--- src/rtl/pmp_pkg.sv ---
package pmp_pkg;
  localparam logic [1:0] SEL_DATA = 2'd0;
  localparam logic [1:0] SEL_ADDR = 2'd1;
  localparam logic [1:0] SEL_MODE = 2'd2;

  typedef enum logic [2:0] {
    PH_IDLE, PH_SETUP, PH_DATA, PH_STROBE, PH_HOLD
  } phase_t;

  // strobes from control to datapath
  typedef struct packed {
    logic loadData;
    logic loadAddr;
    logic loadMode;
    logic capture;
    logic csActive;
    logic driveData;
    logic strobe;
    logic xferRead;
    logic busy;
  } ctrlStrobes_t;
endpackage

--- src/rtl/pmp_ctrl.sv ---
module pmp_ctrl
  import pmp_pkg::*;
#(
  parameter int WAIT_W = 4
) (
  input  logic              clk,
  input  logic              rstN,
  input  logic [1:0]        regSel,
  input  logic              regWrEn,
  input  logic              regRdEn,
  input  logic              readMode,
  input  logic [WAIT_W-1:0] waitCfg,
  output ctrlStrobes_t      ctl
);
  phase_t            phase;
  logic [WAIT_W-1:0] waitLeft;
  logic              isRead;
  logic              busyNow;
  logic              startXfer;
  logic              hitData;

  assign busyNow   = (phase != PH_IDLE) && (phase != PH_HOLD);
  assign hitData   = (regSel == SEL_DATA);
  assign startXfer = !busyNow && hitData && (regWrEn || (regRdEn && readMode));

  always_ff @(posedge clk or negedge rstN) begin
    if (!rstN) begin
      phase    <= PH_IDLE;
      waitLeft <= '0;
      isRead   <= 1'b0;
    end else begin
      case (phase)
        PH_IDLE, PH_HOLD: begin
          if (startXfer) begin
            phase  <= PH_SETUP;
            isRead <= readMode;
          end else begin
            phase  <= PH_IDLE;
          end
        end
        PH_SETUP: phase <= PH_DATA;
        PH_DATA: begin
          phase    <= PH_STROBE;
          waitLeft <= waitCfg;
        end
        PH_STROBE: begin
          if (waitLeft == '0) phase <= PH_HOLD;
          else                waitLeft <= waitLeft - 1'b1;
        end
        default: phase <= PH_IDLE;
      endcase
    end
  end

  always_comb begin
    ctl.busy      = busyNow;
    ctl.loadData  = !busyNow && hitData && regWrEn;
    ctl.loadAddr  = !busyNow && (regSel == SEL_ADDR) && regWrEn;
    ctl.loadMode  = !busyNow && (regSel == SEL_MODE) && regWrEn;
    ctl.capture   = (phase == PH_STROBE) && (waitLeft == '0) && isRead;
    ctl.csActive  = (phase != PH_IDLE);
    ctl.driveData = ((phase == PH_DATA) || (phase == PH_STROBE) || (phase == PH_HOLD)) && !isRead;
    ctl.strobe    = (phase == PH_STROBE);
    ctl.xferRead  = isRead;
  end
endmodule

--- src/rtl/pmp_datapath.sv ---
module pmp_datapath
  import pmp_pkg::*;
#(
  parameter int DATA_W = 16,
  parameter int ADDR_W = 14,
  parameter int CS_N   = 2,
  parameter int WAIT_W = 4
) (
  input  logic              clk,
  input  logic              rstN,
  input  ctrlStrobes_t      ctl,
  input  logic [1:0]        regSel,
  input  logic [DATA_W-1:0] regWrData,
  output logic [DATA_W-1:0] regRdData,
  output logic              readMode,
  output logic [WAIT_W-1:0] waitCfg,
  output logic [CS_N-1:0]   csAsAddr,
  output logic [ADDR_W-1:0] pmAddr,
  output logic [CS_N-1:0]   pmCs,
  output logic [DATA_W-1:0] pmDataOut,
  output logic              pmDataOe,
  input  logic [DATA_W-1:0] pmDataIn,
  output logic              pmWrStb,
  output logic              pmRdStb
);
  localparam int FULL_A   = ADDR_W + CS_N;
  localparam int WAIT_LSB = 4;
  localparam int CSA_LSB  = 8;
  localparam int BUSY_BIT = DATA_W - 1;

  logic [DATA_W-1:0] dataReg;
  logic [DATA_W-1:0] rdReg;
  logic [FULL_A-1:0] addrReg;
  logic [DATA_W-1:0] addrImg;
  logic [DATA_W-1:0] modeImg;
  logic              anyCs;

  always_ff @(posedge clk or negedge rstN) begin
    if (!rstN) begin
      dataReg  <= '0;
      rdReg    <= '0;
      addrReg  <= '0;
      readMode <= 1'b0;
      waitCfg  <= '0;
      csAsAddr <= '0;
    end else begin
      if (ctl.loadData) dataReg <= regWrData;
      if (ctl.loadAddr) addrReg <= regWrData[FULL_A-1:0];
      if (ctl.loadMode) begin
        readMode <= regWrData[0];
        waitCfg  <= regWrData[WAIT_LSB +: WAIT_W];
        csAsAddr <= regWrData[CSA_LSB +: CS_N];
      end
      if (ctl.capture) rdReg <= pmDataIn;
    end
  end

  assign anyCs  = ~&csAsAddr;
  assign pmAddr = addrReg[ADDR_W-1:0];

  for (genvar i = 0; i < CS_N; i++) begin : g_csPin
    assign pmCs[i] = csAsAddr[i] ? addrReg[ADDR_W+i] : ctl.csActive;
  end

  assign pmDataOut = dataReg;
  assign pmDataOe  = ctl.driveData && anyCs;
  assign pmWrStb   = ctl.strobe && !ctl.xferRead && anyCs;
  assign pmRdStb   = ctl.strobe && ctl.xferRead && anyCs;

  always_comb begin
    addrImg = '0;
    addrImg[FULL_A-1:0] = addrReg;
    modeImg = '0;
    modeImg[0] = readMode;
    modeImg[WAIT_LSB +: WAIT_W] = waitCfg;
    modeImg[CSA_LSB +: CS_N] = csAsAddr;
    modeImg[BUSY_BIT] = ctl.busy;
    case (regSel)
      SEL_DATA: regRdData = rdReg;
      SEL_ADDR: regRdData = addrImg;
      SEL_MODE: regRdData = modeImg;
      default:  regRdData = '0;
    endcase
  end
endmodule

--- src/rtl/pmp_engine.sv ---
module pmp_engine
  import pmp_pkg::*;
#(
  parameter int DATA_W = 16,
  parameter int ADDR_W = 14,
  parameter int CS_N   = 2,
  parameter int WAIT_W = 4
) (
  input  logic              clk,
  input  logic              rstN,
  input  logic [1:0]        regSel,
  input  logic              regWrEn,
  input  logic              regRdEn,
  input  logic [DATA_W-1:0] regWrData,
  output logic [DATA_W-1:0] regRdData,
  output logic [ADDR_W-1:0] pmAddr,
  output logic [CS_N-1:0]   pmCs,
  output logic [DATA_W-1:0] pmDataOut,
  output logic              pmDataOe,
  input  logic [DATA_W-1:0] pmDataIn,
  output logic              pmWrStb,
  output logic              pmRdStb
);
  ctrlStrobes_t      ctlBus;
  logic              readMode;
  logic [WAIT_W-1:0] waitCfg;
  logic [CS_N-1:0]   csAsAddr;
  logic              busyFlag;

  assign busyFlag = ctlBus.busy;

  pmp_ctrl #(.WAIT_W(WAIT_W)) ctrl_i (
    .clk      (clk),
    .rstN     (rstN),
    .regSel   (regSel),
    .regWrEn  (regWrEn),
    .regRdEn  (regRdEn),
    .readMode (readMode),
    .waitCfg  (waitCfg),
    .ctl      (ctlBus)
  );

  pmp_datapath #(
    .DATA_W (DATA_W),
    .ADDR_W (ADDR_W),
    .CS_N   (CS_N),
    .WAIT_W (WAIT_W)
  ) dp_i (
    .clk       (clk),
    .rstN      (rstN),
    .ctl       (ctlBus),
    .regSel    (regSel),
    .regWrData (regWrData),
    .regRdData (regRdData),
    .readMode  (readMode),
    .waitCfg   (waitCfg),
    .csAsAddr  (csAsAddr),
    .pmAddr    (pmAddr),
    .pmCs      (pmCs),
    .pmDataOut (pmDataOut),
    .pmDataOe  (pmDataOe),
    .pmDataIn  (pmDataIn),
    .pmWrStb   (pmWrStb),
    .pmRdStb   (pmRdStb)
  );
endmodule

--- config.mk ---
export PLATFORM = sky130hd
export DESIGN_NAME = pmp_engine
export DESIGN_NICKNAME = d
export VERILOG_FILES = /design/src/rtl/pmp_pkg.sv /design/src/rtl/pmp_ctrl.sv /design/src/rtl/pmp_datapath.sv /design/src/rtl/pmp_engine.sv
export SDC_FILE = /design/constraint.sdc
export NUM_CORES = 1
export LEC_CHECK = 0
export BUFFER_PORTS_ARGS = -buffer_cell sky130_fd_sc_hd__buf_2
export CELL_PAD_IN_SITES_DETAIL_PLACEMENT = 0
export CELL_PAD_IN_SITES_GLOBAL_PLACEMENT = 2
export CORE_AREA = 2 2 94 118
export CTS_CLUSTER_DIAMETER = 30
export DETAILED_ROUTE_END_ITERATION = 8
export DIE_AREA = 0 0 96 120
export HOLD_SLACK_MARGIN = 0.12
export PLACE_DENSITY_LB_ADDON = 0.1
export SLEW_MARGIN = 10
export SYNTH_ARGS = -nofsm -noshare
export SYNTH_HDL_FRONTEND = slang
export SYNTH_SLANG_ARGS = --single-unit
--- constraint.sdc ---
create_clock -name clk -period 1.6 [get_ports clk]
set_input_delay 0.16 -clock clk [delete_from_list [all_inputs] [get_ports clk]]
set_output_delay 0.16 -clock clk [all_outputs]
set_load 0.02 [all_outputs]
==> results.sh, run 1 <==
export IMPL_outcome="finished, violations left"
export IMPL_violations="negative setup slack"
export IMPL_synth_edff_count=0
export IMPL_die_y_um=120
export IMPL_crit_reg2reg_launch="ctrl_i.phase[1]"
export IMPL_io_buffer_count=88
export IMPL_nFillCells=1011
export IMPL_ys_warn_count=0
export IMPL_finalCritPeriodShare_pct=109.4
export IMPL_clk_latency_ps=320
export IMPL_ys_ff_latch=63
export IMPL_final_cells=513
export IMPL_htreeDepth=3
export IMPL_max_stage_delay_ps=390
export IMPL_synth_flop_cell="dfrtp_1"
export IMPL_die_w_um=96
export IMPL_drive_gt1_share_pct=55.91
export IMPL_yosysUniqueCellTypes=33
export IMPL_critPathCaptureType="output pin"
export IMPL_drt_initial_drc_count=97
export IMPL_root_buffer="clkbuf_16"
export IMPL_worstRegToRegCells=6
export IMPL_cp_endpoint="pmCs[1]"
export IMPL_finClkSkew_ps=4.862
export IMPL_crit_top_cell="buf_6"
export IMPL_crit_slowest_cell="dfrtp_1"
export IMPL_fp_coreArea_sq_um=10460
export IMPL_synthesis_nets=278
export IMPL_worst_pin_slew_ps=378.5
export IMPL_r2r_slack_ps=-80
export IMPL_antenna_cells=0
export IMPL_grt_max_degree=64
export IMPL_route_detailed_drc=0
export IMPL_overflow=0
export IMPL_hpwl_um=5487
export IMPL_first_pass_iters=4
export IMPL_synth_async_reset_ratio_pct=100.0
export IMPL_post_route_min_period_ps=1750
export IMPL_pin_count=89
export IMPL_min_delay_path_class="primary input to flip-flop"
export IMPL_final_cell_mix="buf_2 (83), dfrtp_1 (61), mux2_2 (40), dlygate4sd3_1 (33), buf_4 (24)"
export IMPL_ir_drop_mv=0.7957
export IMPL_crit_family="flip-flops"
export IMPL_worstPathRequired_ps=1440
export IMPL_rows=42
export IMPL_final_common_cell="buf_2"
export IMPL_clk_pin_slew_worst_paths_ps=50
export IMPL_wl_per_cell_um=16.06
export IMPL_timing_rr_end="dp_i.rdReg[14]"
export IMPL_finalMaxSlewViolations=0
export IMPL_fin_setup_tns_ps=-1530
export IMPL_final_hold_violation_count=0
export IMPL_power_density_nw_per_um2=1990
export IMPL_syn_area_sq_um=3054
export IMPL_syn_inst=238
export IMPL_syn2layout_area_growth_pct=48.67
export IMPL_cts_tree="yes"
export IMPL_critical_path_depth=4
export IMPL_ctsLongestPathBuffers=2
export IMPL_drt_wl_total_um=8241
export IMPL_yosysSeqAreaShare_pct=51.62
export IMPL_crit_path_start_kind="flip-flop"
export IMPL_postRouteAntennaNets=0
export IMPL_setup_ws_ps=-150.3
export IMPL_grt_pass1_vias=2413
export IMPL_critPathArrivalTime_ps=1590
export IMPL_nets=416
export IMPL_crit_buf_inv=2
export IMPL_cp_startpoint="ctrl_i.phase[2]"
export IMPL_gp_congestion=0.7189
export IMPL_max_freq_mhz=571.3
export IMPL_power_total_mw=9.037
export IMPL_p_leak_nw=2.176
export IMPL_clock_sinks=63
export IMPL_synth_area_leader_cell="dfrtp_1"
export IMPL_maxSlewHeadroom_pct=74.71
export IMPL_cp_cell_sequence="buf_6, or3_4, mux2_4, buf_6"
export IMPL_antenna_found_initial=0
export IMPL_track_usage_pct=14.95
export IMPL_cp_max_fo=4
export IMPL_vias=2340
export IMPL_synthDominantCellAreaShare_pct=51.62
export IMPL_utilization_pct=43.42
export IMPL_grt_pass1_wl_um=12810
export IMPL_ys_top_cells_by_area="dfrtp_1 (52%), mux2_2 (17%), mux2i_1 (6.6%), mux2_4 (4.9%), buf_4 (3.4%)"
export IMPL_dp_cells=453
export IMPL_max_cap_viol_count=0
export IMPL_die_area_sq_um=11520
export IMPL_via_per_inst=4.561
export IMPL_setup_viol=21
export IMPL_critical_path_class="flip-flop to output pin"
export IMPL_syn_avg_cell_area_sq_um=12.83
export IMPL_initial_core_util_pct=29.21
export IMPL_rsz0062_at_grt="yes"
export IMPL_numCtsBuffers=9
## synth_stat cells, types with 3 or more instances
master,number
dfrtp_1,63
mux2_2,47
mux2i_1,20
o21ai_0,15
buf_4,14
nand2_1,13
mux2_4,10
nor2_1,10
buf_2,7
inv_1,3
nor3b_1,3
## report_power, final
| group | internal, mW | leakage [nW] | switching [mW] | total (mW) |
|---|---|---|---|---|
| Clock | 1.24 | 0.144 | 0.703 | 1.94 |
| Combinational | 2.15 | 1.28 | 1.95 | 4.11 |
| Sequential | 2.41 | 0.753 | 0.585 | 2.99 |
## repair_timing
action / 4_1_cts / 5_1_grt
endpoints found under the hold margin: 118 / 0
buffers inserted: 5 / 5
endpoints found under the setup margin: 21 / 33
pin swaps: 1 / 4
hold buffers: 33 / 0
resized for setup: 28 / 8
gates cloned: 0 / 1
## per-layer routing
metal  global-route usage, %  part of all wire, %  vias to the layer above
li1                        -                    -                     1112
met1                   19.22                   44                     1182
met2                   24.31                   52                       39
met3                   3.390                  3.3                        7
met4                   5.357                  1.3                        0
met5                       0                    0                        -
## sequential cells by signal, indices dropped and copies added (netlist names), 2 cells and up
register and flops:
ctrl_i.phase 3, ctrl_i.waitLeft 4, dp_i.addrImg 16, dp_i.csAsAddr 2
dp_i.pmDataOut 16, dp_i.rdReg 16, dp_i.waitCfg 4
## worst min path at each step
stage	startpoint	end	slack, ps	cells past startpoint
global route	regRdEn	ctrl_i.phase[0]	190	3
finish	regRdEn	ctrl_i.phase[0]	180	3
CTS	regRdEn	ctrl_i.phase[0]	180	3
floorplan	rstN	ctrl_i.isRead	-140	0
detailed placement	rstN	dp_i.pmDataOut[7]	210	2
global placement	rstN	dp_i.addrImg[7]	210	2
## stage by stage
step / hold slack [ps] / worst slack [ps] / area, sq um
after floorplan: -135.6 / -14.28 / 3072
after global placement: 209.5 / -43.14 / 3686
after detailed placement: 210.6 / -103.8 / 3686
after CTS: 175.7 / -172.4 / 4457
after global routing: 190.1 / -193.8 / 4541
final: 176.6 / -150.3 / 4541
## worst reg2reg max path: stages (launching register included)
cell and delay (ps):
dfrtp_2 430, buf_6 130, and3b_2 220, buf_4 130, and3_4 180, clkbuf_16 180, mux2_4 300
## kinds of logic after synthesis
| logic type | Yosys count | share of synthesized area [%] |
|---|---|---|
| AOI/OAI and AO/OA | 23 | 4.343 |
| adders and majority gates | 2 | 0.8192 |
| buffers and inverters | 28 | 6.227 |
| DFF | 63 | 51.62 |
| muxes | 77 | 28.80 |
| and+or+nand+nor | 45 | 8.193 |
## final cells by class
| cell class | instances | area, sq um | area share (%) |
|---|---|---|---|
| clock buffers | 10 | 239.0 | 5.263 |
| flip-flops and latches | 63 | 1579 | 34.78 |
| repair buffers | 152 | 1101 | 24.25 |
| inverters | 3 | 11.26 | 0.2480 |
| clock inverters | 6 | 60.06 | 1.323 |
| well taps | 132 | 165.2 | 3.637 |
| multi-input cells | 147 | 1385 | 30.50 |
Note: power is estimated with default switching activity, not from simulation.
==> run 2: changes to the inputs <==
ABC_AREA = 1   (was unset)
CORE_AREA = 2 2 99 125   (was 2 2 94 118)
DIE_AREA = 0 0 101 127   (was 0 0 96 120)
==> results.sh, run 2 <==
export IMPL_clock_sinks=63
export IMPL_grt_pass1_vias=2707
export IMPL_yosysSeqAreaShare_pct=52.79
export IMPL_die_w_um=101
export IMPL_nFillCells=1239
export IMPL_final_cells=608
export IMPL_max_freq_mhz=647.6
export IMPL_max_cap_viol_count=0
export IMPL_die_y_um=127
export IMPL_worst_pin_slew_ps=519.5
export IMPL_ys_warn_count=0
export IMPL_first_pass_iters=4
export IMPL_io_buffer_count=88
export IMPL_yosysUniqueCellTypes=25
export IMPL_gp_congestion=0.7314
export IMPL_drive_gt1_share_pct=29.57
export IMPL_synth_area_leader_cell="dfrtp_1"
export IMPL_cts_tree="yes"
export IMPL_cp_startpoint="ctrl_i.phase[2]"
export IMPL_outcome="complete, no violations"
export IMPL_power_density_nw_per_um2=1966
export IMPL_grt_max_degree=33
export IMPL_finalMaxSlewViolations=0
export IMPL_synthDominantCellAreaShare_pct=52.79
export IMPL_pin_count=89
export IMPL_ir_drop_mv=0.6295
export IMPL_fin_setup_tns_ps=0
export IMPL_setup_viol=0
export IMPL_postRouteAntennaNets=0
export IMPL_final_cell_mix="nand2_1 (132), buf_2 (86), dfrtp_1 (60), o21ai_1 (40), inv_1 (31)"
export IMPL_syn2layout_area_growth_pct=37.16
export IMPL_hpwl_um=6647
export IMPL_p_leak_nw=2.215
export IMPL_cp_max_fo=6
export IMPL_synth_top_cells_by_count="nand2_1 (132), dfrtp_1 (63), o21ai_1 (39)"
export IMPL_crit_path_start_kind="flip-flop"
export IMPL_worstPathRequired_ps=1440
export IMPL_wl_per_cell_um=14.46
export IMPL_ys_ff_latch=63
export IMPL_synth_async_reset_ratio_pct=100.0
export IMPL_cp_cell_sequence="inv_2, nand3_2, buf_6, nor2_1, buf_4"
export IMPL_final_hold_violation_count=0
export IMPL_worstRegToRegCells=7
export IMPL_drt_wl_total_um=8793
export IMPL_critical_path_class="flip-flop to output pin"
export IMPL_antenna_cells=0
export IMPL_syn_inst=354
export IMPL_antenna_found_initial=0
export IMPL_critPathCaptureType="output pin"
export IMPL_synth_flop_cell="dfrtp_1"
export IMPL_final_common_cell="nand2_1"
export IMPL_dp_cells=565
export IMPL_rsz0062_at_grt="yes"
export IMPL_nets=505
export IMPL_track_usage_pct=14.66
export IMPL_numCtsBuffers=9
export IMPL_yosysMostFrequentCell="nand2_1"
export IMPL_clk_pin_slew_worst_paths_ps=50
export IMPL_fp_coreArea_sq_um=11560
export IMPL_max_stage_delay_ps=450
export IMPL_vias=2626
export IMPL_synthesis_nets=394
export IMPL_cp_endpoint="pmWrStb"
export IMPL_min_delay_path_class="primary input to flip-flop"
export IMPL_min_from="regWrData[0]"
export IMPL_ctsLongestPathBuffers=2
export IMPL_ys_top_cells_by_area="dfrtp_1 (53%), nand2_1 (17%), o21ai_1 (6.5%), inv_1 (4.0%), buf_4 (3.5%)"
export IMPL_synth_edff_count=0
export IMPL_timing_rr_end="ctrl_i.waitLeft[0]"
export IMPL_syn_avg_cell_area_sq_um=8.437
export IMPL_finalCritPeriodShare_pct=96.50
export IMPL_crit_reg2reg_launch="ctrl_i.waitLeft[0]"
export IMPL_initial_core_util_pct=25.83
export IMPL_drt_initial_drc_count=89
export IMPL_die_area_sq_um=12830
export IMPL_overflow=0
export IMPL_root_buffer="clkbuf_16"
export IMPL_htreeDepth=3
export IMPL_grt_pass1_wl_um=14350
export IMPL_syn_area_sq_um=2987
export IMPL_clk_latency_ps=320
export IMPL_critPathArrivalTime_ps=1380
export IMPL_via_per_inst=4.319
export IMPL_route_detailed_drc=0
export IMPL_post_route_min_period_ps=1544
export IMPL_r2r_slack_ps=140
export IMPL_maxSlewHeadroom_pct=65.36
export IMPL_crit_slowest_cell="dfrtp_2"
export IMPL_finClkSkew_ps=8.099
export IMPL_rows=44
## run 2: layout make-up
type	count	area, sq um	share of cell area [%]
repair buffers	125	829.5	20.25
flip-flops and latches	63	1580	38.58
well taps	138	172.7	4.215
multi-input cells	232	1117	27.28
inverters	34	127.6	3.115
clock buffers	13	250.2	6.109
clock inverters	3	18.77	0.4582
## run 2: logic make-up after synthesis
family | synth area share, %
AND/OR/NAND/NOR | 24.97
adder cells (fa/ha/maj) | 0.8377
buffers and inverters | 10.10
AO/OA/AOI/OAI | 11.31
flip-flops | 52.79
## run 2: stage by stage
stage	power, mW	hold slack [ps]	utilization [%]	cell area, sq um	setup slack, ps
floorplan	5.227	-135.6	-	2987	243.7
global placement	6.219	189.3	30.61	3538	82.72
detailed placement	6.244	175.3	30.61	3538	51.66
CTS	8.148	125.0	35.30	4081	-11.94
global route	8.721	143.9	35.43	4096	0.8686
finish	8.054	130.3	35.43	4096	55.93
## run 2: worst min-delay path by stage
stage                         end  slack, ps  cells past startpoint
2_1_floorplan       ctrl_i.isRead       -140                      0
4_1_cts           dp_i.addrImg[4]        130                      3
5_1_grt         dp_i.pmDataOut[6]        140                      3
6_report          dp_i.addrImg[0]        130                      3
3_3_place_gp   ctrl_i.waitLeft[3]        190                      1
3_5_place_dp   ctrl_i.waitLeft[3]        180                      1
## run 2: critical path, delay by kind of cell (launching register included)
kind                   cells  cell delay (ps)
AND/OR/NAND/NOR            2              210
flip-flops                 1              450
buffers and inverters      3              400
## run 2: routing by layer
layer	vias to the layer above	GRT usage [%]	share of wire [%]
li1	1334	-	-
met1	1221	20.44	48
met2	66	22.63	46
met3	5	3.228	4.6
met4	0	4.769	0.89
met5	-	0	0
## run 2: report_power, final
part	internal, mW	switching (mW)
Sequential	2.37	0.629
Combinational	1.22	2.07
Clock	1.09	0.682
Total	4.68	3.38
## run 2: repair_timing
item,CTS,global route
hold endpoints to repair,49,0
resized for setup,5,5
hold buffers,26,0
endpoints found under the setup margin,5,18
buffers inserted,1,0
pin swaps,1,0
==> run 3: changes to the inputs <==
CORE_AREA = 2 2 91 137   (was 2 2 99 125)
DIE_AREA = 0 0 93 139   (was 0 0 101 127)
==> results.sh, run 3 (synthesized netlist as in run 2, its figures left out) <==
export IMPL_utilization_pct=35.51
export IMPL_critPathArrivalTime_ps=1350
export IMPL_clock_sinks=63
export IMPL_grt_pass1_wl_um=14700
export IMPL_cts_tree="yes"
export IMPL_pin_count=89
export IMPL_cp_startpoint="ctrl_i.phase[2]"
export IMPL_cp_max_fo=6
export IMPL_min_path_cells=3
export IMPL_maxSlewHeadroom_pct=75.07
export IMPL_cp_endpoint="pmWrStb"
export IMPL_io_buffer_count=88
export IMPL_fp_coreArea_sq_um=11770
export IMPL_post_route_min_period_ps=1510
export IMPL_ir_drop_mv=0.7544
export IMPL_drt_wl_total_um=8981
export IMPL_vias=2638
export IMPL_outcome="complete, no violations"
export IMPL_setup_ws_ps=90.22
export IMPL_die_y_um=139
export IMPL_finalCritPeriodShare_pct=94.36
export IMPL_antenna_cells=0
export IMPL_postRouteAntennaNets=0
export IMPL_track_usage_pct=14.81
export IMPL_dp_cells=580
export IMPL_via_per_inst=4.214
export IMPL_dp_slack_ps=95.88
export IMPL_gp_congestion=0.7428
export IMPL_initial_core_util_pct=25.37
export IMPL_timing_rr_end="dp_i.rdReg[11]"
export IMPL_p_leak_nw=2.247
export IMPL_grt_max_degree=64
export IMPL_crit_path_start_kind="flip-flop"
export IMPL_overflow=0
export IMPL_worstRegToRegCells=7
export IMPL_final_cell_mix="nand2_1 (132), buf_2 (86), dfrtp_1 (60), o21ai_1 (40), inv_1 (31)"
export IMPL_final_common_cell="nand2_1"
export IMPL_ctsLongestPathBuffers=2
export IMPL_final_cells=626
export IMPL_grt_pass1_vias=2749
export IMPL_drt_initial_drc_count=144
export IMPL_wl_per_cell_um=14.35
export IMPL_first_pass_iters=4
export IMPL_critPathCaptureType="output pin"
export IMPL_nets=508
export IMPL_die_area_sq_um=12930
export IMPL_syn2layout_area_growth_pct=39.97
export IMPL_max_cap_viol_count=0
export IMPL_rsz0062_at_grt="no"
export IMPL_max_freq_mhz=662.3
export IMPL_fin_setup_tns_ps=0
export IMPL_drive_gt1_share_pct=30.02
export IMPL_min_delay_path_class="primary input to flip-flop"
export IMPL_power_density_nw_per_um2=2001
export IMPL_hpwl_um=6681
export IMPL_crit_reg2reg_launch="ctrl_i.waitLeft[1]"
export IMPL_nFillCells=1296
export IMPL_route_detailed_drc=0
export IMPL_finalMaxSlewViolations=0
export IMPL_finClkSkew_ps=8.803
export IMPL_worstPathRequired_ps=1440
export IMPL_final_hold_violation_count=0
export IMPL_worst_pin_slew_ps=373.9
export IMPL_numCtsBuffers=9
export IMPL_clk_latency_ps=330
export IMPL_die_w_um=93
export IMPL_root_buffer="clkbuf_16"
export IMPL_rows=49
export IMPL_antenna_found_initial=0
export IMPL_r2r_slack_ps=160
export IMPL_clk_pin_slew_worst_paths_ps=60
export IMPL_setup_viol=0
export IMPL_htreeDepth=3
export IMPL_critical_path_class="flip-flop to output pin"
-- run 3: changes by cell type in the layout (fill, tap and decap cells not counted) --
cell	change
clkbuf_8	-1
nor2_1	-1
dlygate4sd3_1	+1
clkinv_4	-1
bufinv_16	+2
nor2_2	+1
buf_4	+2
-- run 3: power by group --
part	internal [mW]	switching, mW	total, mW	leakage, nW
Clock	1.36	0.678	2.04	0.151
Sequential	2.37	0.603	2.98	0.780
Combinational	1.26	2.09	3.35	1.32
-- run 3: final cells by class --
cell class              count  area, sq um  share of cell area [%]
flip-flops and latches     63         1580                   37.80
multi-input cells         232         1120                   26.79
repair buffers            128        854.6                   20.44
clock buffers              12        236.5                   5.657
well taps                 153        191.4                   4.579
inverters                  34        127.6                   3.053
clock inverters             4        70.07                   1.676
-- run 3: worst min path at each step --
stage            startpoint                 end  slack, ps
5_1_grt        regWrData[5]   dp_i.pmDataOut[5]        150
4_1_cts        regWrData[4]     dp_i.waitCfg[0]        120
2_1_floorplan          rstN       ctrl_i.isRead       -140
3_3_place_gp           rstN  ctrl_i.waitLeft[3]        210
6_report       regWrData[4]     dp_i.waitCfg[0]        120
3_5_place_dp           rstN  ctrl_i.waitLeft[3]        210
-- run 3: critical path, cell delays in order, from the launching register on --
cell     delay (ps)
dfrtp_2         440
inv_2            90
nand3_2         110
buf_6           160
nor2_2           90
buf_4           140
-- run 3: per-layer routing --
layer / part of all wire [%] / vias up / routed length, um / GRT usage [%]
met4: 1.4 / 0 / 127 / 5.341
met2: 48 / 70 / 4325 / 23.42
met3: 4.2 / 8 / 379 / 3.043
met1: 46 / 1220 / 4150 / 20.00
met5: 0 / - / 0 / 0
li1: - / 1340 / - / -
-- run 3: per-stage QoR --
step	hold slack, ps	total power [mW]	instance area, sq um
2_1_floorplan	-135.6	5.227	2987
3_3_place_gp	209.3	6.235	3557
3_5_place_dp	209.7	6.245	3557
4_1_cts	120.0	8.422	4148
5_1_grt	147.6	9.031	4180
6_report	124.6	8.364	4180
-- run 3: timing repair --
action | in CTS | in global routing
resized for setup | 4 | 7
endpoints found under the hold margin | 98 | 0
hold buffers | 27 | 0
pin swaps | 0 | 1
endpoints found under the setup margin | 5 | 14
setup buffers | 1 | 2
